## src/rtl/rcw_pkg.sv

```systemverilog
package rcw_pkg;
    localparam int unsigned RCW_DW       = 8;
    localparam int unsigned RCW_AW       = 6;
    localparam int unsigned RCW_HOST_AW  = 8;
    localparam int unsigned RCW_CLK_REGS = 8;

    typedef enum logic [0:0] {
        ST_IDLE  = 1'b0,
        ST_RDOUT = 1'b1
    } rcw_state_e;
endpackage

```

## src/rtl/rcw_pointer.sv

```systemverilog
module rcw_pointer #(
    parameter int unsigned AW = 6
) (
    input  logic          clk,
    input  logic          rst_n,
    input  logic          load,
    input  logic [AW-1:0] load_addr,
    input  logic          step,
    output logic [AW-1:0] ptr_q,
    output logic [AW-1:0] acc_addr
);
    localparam logic [AW-1:0] PTR_ONE = AW'(1);

    // The access in this cycle uses a freshly loaded address if one is offered.
    always_comb begin
        acc_addr = load ? load_addr : ptr_q;
    end

    // The address width makes the wrap from the top location back to 0 free.
    always_ff @(posedge clk or negedge rst_n) begin
        if (!rst_n) begin
            ptr_q <= '0;
        end else if (step) begin
            ptr_q <= acc_addr + PTR_ONE;
        end else if (load) begin
            ptr_q <= load_addr;
        end
    end
endmodule

```

## src/rtl/rcw_decode.sv

```systemverilog
module rcw_decode #(
    parameter int unsigned AW       = 6,
    parameter int unsigned DW       = 8,
    parameter int unsigned CLK_REGS = 8,
    localparam int unsigned CIW     = $clog2(CLK_REGS)
) (
    input  logic [AW-1:0]          addr,
    input  logic [CLK_REGS*DW-1:0] tk_rdata,
    output logic                   is_clk,
    output logic [CIW-1:0]         clk_idx,
    output logic [AW-1:0]          ram_idx,
    output logic [DW-1:0]          tk_byte
);
    localparam logic [AW-1:0] CLK_SPAN = AW'(CLK_REGS);

    logic [DW-1:0] tk_arr [CLK_REGS];

    for (genvar g = 0; g < CLK_REGS; g++) begin : g_unpack
        assign tk_arr[g] = tk_rdata[g*DW +: DW];
    end

    always_comb begin
        is_clk  = (addr < CLK_SPAN);
        clk_idx = addr[CIW-1:0];
        ram_idx = addr - CLK_SPAN;
        tk_byte = tk_arr[clk_idx];
    end
endmodule

```

## src/rtl/rcw_ram.sv

```systemverilog
module rcw_ram #(
    parameter int unsigned DW    = 8,
    parameter int unsigned AW    = 6,
    parameter int unsigned DEPTH = 56
) (
    input  logic          clk,
    input  logic          we,
    input  logic [AW-1:0] waddr,
    input  logic [DW-1:0] wdata,
    input  logic          re,
    input  logic [AW-1:0] raddr,
    output logic [DW-1:0] rdata_q
);
    // The store has no reset: its power-up contents are undefined by intent.
    logic [DW-1:0] mem [DEPTH];

    always_ff @(posedge clk) begin
        if (we) begin
            mem[waddr] <= wdata;
        end
        if (re) begin
            rdata_q <= mem[raddr];
        end
    end
endmodule

```

## src/rtl/clock_ram_window.sv

```systemverilog
module clock_ram_window
    import rcw_pkg::*;
#(
    parameter int unsigned DW       = RCW_DW,
    parameter int unsigned AW       = RCW_AW,
    parameter int unsigned HOST_AW  = RCW_HOST_AW,
    parameter int unsigned CLK_REGS = RCW_CLK_REGS,
    localparam int unsigned CIW     = $clog2(CLK_REGS),
    localparam int unsigned DEPTH   = (1 << AW) - CLK_REGS
) (
    input  logic                   clk,
    input  logic                   rst_n,
    input  logic                   hp_load,
    input  logic [HOST_AW-1:0]     hp_addr,
    input  logic                   hp_wr,
    input  logic                   hp_rd,
    input  logic [DW-1:0]          hp_wdata,
    output logic [DW-1:0]          hp_rdata,
    output logic                   hp_rvalid,
    output logic                   tk_wr,
    output logic [CIW-1:0]         tk_waddr,
    output logic [DW-1:0]          tk_wdata,
    input  logic [CLK_REGS*DW-1:0] tk_rdata
);
    logic           unused_addr_hi;
    logic           step;
    logic           rd_take;
    logic [AW-1:0]  ptr_q;
    logic [AW-1:0]  acc_addr;
    logic           acc_is_clk;
    logic [CIW-1:0] acc_clk_idx;
    logic [AW-1:0]  acc_ram_idx;
    logic [DW-1:0]  acc_tk_byte;
    logic [DW-1:0]  ram_rdata;
    logic           sel_clk_q;
    logic [DW-1:0]  tk_byte_q;
    rcw_state_e     state_q, state_d;

    assign unused_addr_hi = ^hp_addr[HOST_AW-1:AW];

    // A write takes precedence over a read offered in the same cycle.
    assign step    = hp_wr | hp_rd;
    assign rd_take = hp_rd & ~hp_wr;

    rcw_pointer #(.AW(AW)) u_ptr (
        .clk       (clk),
        .rst_n     (rst_n),
        .load      (hp_load),
        .load_addr (hp_addr[AW-1:0]),
        .step      (step),
        .ptr_q     (ptr_q),
        .acc_addr  (acc_addr)
    );

    rcw_decode #(.AW(AW), .DW(DW), .CLK_REGS(CLK_REGS)) u_dec (
        .addr     (acc_addr),
        .tk_rdata (tk_rdata),
        .is_clk   (acc_is_clk),
        .clk_idx  (acc_clk_idx),
        .ram_idx  (acc_ram_idx),
        .tk_byte  (acc_tk_byte)
    );

    rcw_ram #(.DW(DW), .AW(AW), .DEPTH(DEPTH)) u_ram (
        .clk     (clk),
        .we      (hp_wr & ~acc_is_clk),
        .waddr   (acc_ram_idx),
        .wdata   (hp_wdata),
        .re      (rd_take & ~acc_is_clk),
        .raddr   (acc_ram_idx),
        .rdata_q (ram_rdata)
    );

    // State register.
    always_ff @(posedge clk or negedge rst_n) begin
        if (!rst_n) begin
            state_q <= ST_IDLE;
        end else begin
            state_q <= state_d;
        end
    end

    // Next state: IDLE_TO_RDOUT, RDOUT_STAY, RDOUT_TO_IDLE, IDLE_STAY.
    always_comb begin
        state_d = state_q;
        unique case (state_q)
            ST_IDLE:  state_d = rd_take ? ST_RDOUT : ST_IDLE;
            ST_RDOUT: state_d = rd_take ? ST_RDOUT : ST_IDLE;
            default:  state_d = ST_IDLE;
        endcase
    end

    // Read capture: the source flag and the live timekeeping byte.
    always_ff @(posedge clk or negedge rst_n) begin
        if (!rst_n) begin
            sel_clk_q <= 1'b0;
            tk_byte_q <= '0;
        end else if (rd_take) begin
            sel_clk_q <= acc_is_clk;
            if (acc_is_clk) begin
                tk_byte_q <= acc_tk_byte;
            end
        end
    end

    // Write strobe toward the timekeeping core, one cycle after the write.
    always_ff @(posedge clk or negedge rst_n) begin
        if (!rst_n) begin
            tk_wr    <= 1'b0;
            tk_waddr <= '0;
            tk_wdata <= '0;
        end else begin
            tk_wr <= hp_wr & acc_is_clk;
            if (hp_wr & acc_is_clk) begin
                tk_waddr <= acc_clk_idx;
                tk_wdata <= hp_wdata;
            end
        end
    end

    // Outputs from state.
    always_comb begin
        hp_rvalid = (state_q == ST_RDOUT);
        hp_rdata  = sel_clk_q ? tk_byte_q : ram_rdata;
    end
endmodule

```

## config.mk

```make
export PLATFORM = sky130hd
export DESIGN_NAME = clock_ram_window
export DESIGN_NICKNAME = d
export VERILOG_FILES = /design/src/rtl/rcw_pkg.sv /design/src/rtl/rcw_pointer.sv /design/src/rtl/rcw_decode.sv /design/src/rtl/rcw_ram.sv /design/src/rtl/clock_ram_window.sv
export SDC_FILE = /design/constraint.sdc
export NUM_CORES = 1
export LEC_CHECK = 0
export BUFFER_PORTS_ARGS = -buffer_cell sky130_fd_sc_hd__buf_2
export CAP_MARGIN = 20
export CORE_ASPECT_RATIO = 1.2
export CORE_UTILIZATION = 57
export CTS_CLUSTER_SIZE = 20
export DETAILED_ROUTE_END_ITERATION = 6
export PLACE_DENSITY = 0.78
export SLEW_MARGIN = 5
export SYNTH_ARGS = -nofsm -noshare
export SYNTH_HDL_FRONTEND = slang
export SYNTH_SLANG_ARGS = --single-unit
```

## constraint.sdc

```tcl
create_clock -name clk -period 3.8 [get_ports clk]
set_clock_uncertainty 0.2 [all_clocks]
set_input_delay 0.95 -clock clk [delete_from_list [all_inputs] [get_ports clk]]
set_output_delay 0.95 -clock clk [all_outputs]
set_load 0.05 [all_outputs]
```

==> metrics <==
WS Path Type input port to flip-flop; final slew viol count 0; Detailed Route Iter0 Violations 1299; Hold WC Path Type input port to async pin; synthesized cell area approximately 0.019 mm2; drt total wl 48.3 mm; final setup vio count 0; Setup Buffers After CTS 0; CTS Buf Count 44; post-place setup slack 0.0970 ns; Hold Vio Cnt, Final 0; worst-path maximum fanout 23; main area contributors after synthesis edfxtp_1 (70%), mux2i_1 (6.9%), dfrtp_1 (3.6%); Non-Filler Instances roughly 1900; Die Area 0.0349 mm2; crit start category input port; routed via count between 10000 and 15000; # IOs between 100 and 150; DP Wirelength between 30 and 40 mm; 1st-pass router iterations 7; hold slack 0.209 ns; Buffers on Ports ~100; cell taking the most area after synthesis edfxtp_1; Seq/Total Area, Yosys 74.0%; Final WS setup about 0.37 ns; reg2reg start u_ptr.ptr_q[1]$_DFF_PN0_; Arr. time, crit path 3.52 ns; grt total ovfl 0; hold-fix buffer count after cts 0; Distinct cells, synth 61; post-synth net total 1297; CTS tree built; largest net degree at the start of global routing 58; Clock Sink Count 484; Worst Setup SP hp_load; cell row count 73; FMAX 292 MHz; Final Cycle Share 90.1%; Die W 171 um; RSZ-0062 raised after global routing no; share of the synthesized area in the top cell type 70.4%; Final TNS setup 0 ns; Cell Area, Placed between 0.02 and 0.025 mm2; layout cell share with drive strength beyond 1 22.5%; Max-Cap Viols 0; CTS resizes 0; wire per inst roughly 25 um; commonest cells in the netlist edfxtp_1 (456), mux2i_1 (134), nand2_1 (78), nor2_1 (78), o22ai_1 (70); # placed instances 1816; routed vias/inst about 6.3; CP endpoint kind flip-flop; ys async rst share 5.79%; PwrDens between 500 and 600 mW/mm2; fin crit period approximately 3.4 ns; clock buffer depth 3; CTS HTree Levels 2; Area Growth Syn to Fin 16.8%; clk slew on worst S/H paths about 0.060 ns; # DRC 0; initial antenna violation count 2; outcome finished clean; Post-Syn Instances 1209; worst endpoint required time 3.89 ns; worst skew pair latency 0.56 ns; yosys warns 0; fin util 68.2%; Syn Area/Cell 16.1 um2; Leakage ~8 nW; maximum VDD drop 0.000315 V; Slew HR 25.4%; ys flop type edfxtp_1; Placer Congestion just over 0.9; Design Area, Final 0.0227 mm2; Core ar. 0.0333 mm2; Antenna Nets Post-Route 0; Least-Margin Pin Slew 1.12 ns; Fillers 2157; most frequent cell after synthesis edfxtp_1; # diodes 0; Pwr Total 13.3 mW; number of global-route vias before repair 11900; nets 1501; synthesis-stage register bit count 484; first-pass GRT wire length 70.9 mm; All-Layer GR Usage ~28%; DIE HEIGHT between 200 and 250 um; Root Buffer clkbuf_16; Initial Util 58.4%; count of flip-flops with a built-in enable after synthesis roughly 460
layer usage:
metal | vias up | global-route usage, % | wire [um]
met2 | 658 | 47.7 | 24000
met1 | 5976 | 34.8 | 17800
met3 | 144 | 4.34 | 3930
li1 | 5248 | - | -
met5 | - | 0 | 23
met4 | 4 | 15.6 | 2650
logic make-up after synthesis:
logic type,count (synthesis),share of synthesized area (%)
AO/OA/AOI/OAI,262,9.14
XOR/XNOR,7,0.315
adder cells (fa/ha/maj),3,0.193
buffers and inverters,70,1.79
flip-flops,484,74.0
multiplexers,171,9.62
AND/OR/NAND/NOR,212,4.96
final timing paths:
check | to | slack, ns | depth (start not counted)
setup / recovery | u_ram.rdata_q[3]$_DFFE_PP_ | 0.37 | 10
hold / removal | tk_waddr[0]$_DFFE_PN0P_ | 0.21 | 1
setup reg to reg | u_ram.rdata_q[3]$_DFFE_PP_ | 0.71 | 8
hold reg to reg | tk_waddr[2]$_DFFE_PN0P_ | 0.28 | 2
max in group asynchronous | tk_byte_q[6]$_DFFE_PN0P_ | 2.77 | 1
min in group clk | tk_waddr[2]$_DFFE_PN0P_ | 0.28 | 2
state kept, by name, indices dropped and copies added, names as in the netlist:
signal and flops:
hp_rvalid 1, sel_clk_q 1, tk_byte_q 8, tk_waddr 3
tk_wdata 8, tk_wr 1, u_ptr.ptr_q 6, u_ram.mem 448
u_ram.rdata_q 8
final cells by class:
type / instances / area, um2 / area share (%)
Sequential cell: 484 / 14400 / 63.3
Multi-Input combinational cell: 655 / 4710 / 20.7
Timing Repair Buffer: 221 / 1580 / 6.94
Clock buffer: 56 / 1200 / 5.27
Tap cell: 450 / 563 / 2.48
Clock inverter: 24 / 250 / 1.10
Inverter: 7 / 33.8 / 0.149
placed cells by master (no fill, tap or decap), types with 16 or more instances in the layout:
cell type  count
buf_4        104
buf_2        103
a221oi_1      17
o22ai_1       70
edfxtp_1     456
nand2_1       78
dfrtp_1       28
clkbuf_16     45
o21ai_1       16
mux2i_1      134
a21oi_1       19
a22oi_1       40
o21ai_0       39
mux2_2        18
nor2_1        78
report_power, final:
group / internal [mW] / total, mW / switching, mW
combinational: 0.932 / 2.69 / 1.75
sequential: 6.07 / 6.19 / 0.113
clock: 2.57 / 4.43 / 1.86
critical path, stage by stage:
cell and delay (ns):
buf_2 0.16, buf_4 0.23, mux2i_4 0.22, inv_2 0.32, nor2_1 0.14, buf_12 0.19
a222oi_1 0.85, nand2_1 0.11, o311ai_0 0.17, nand4_1 0.16
(Power assumes the default switching activity.)
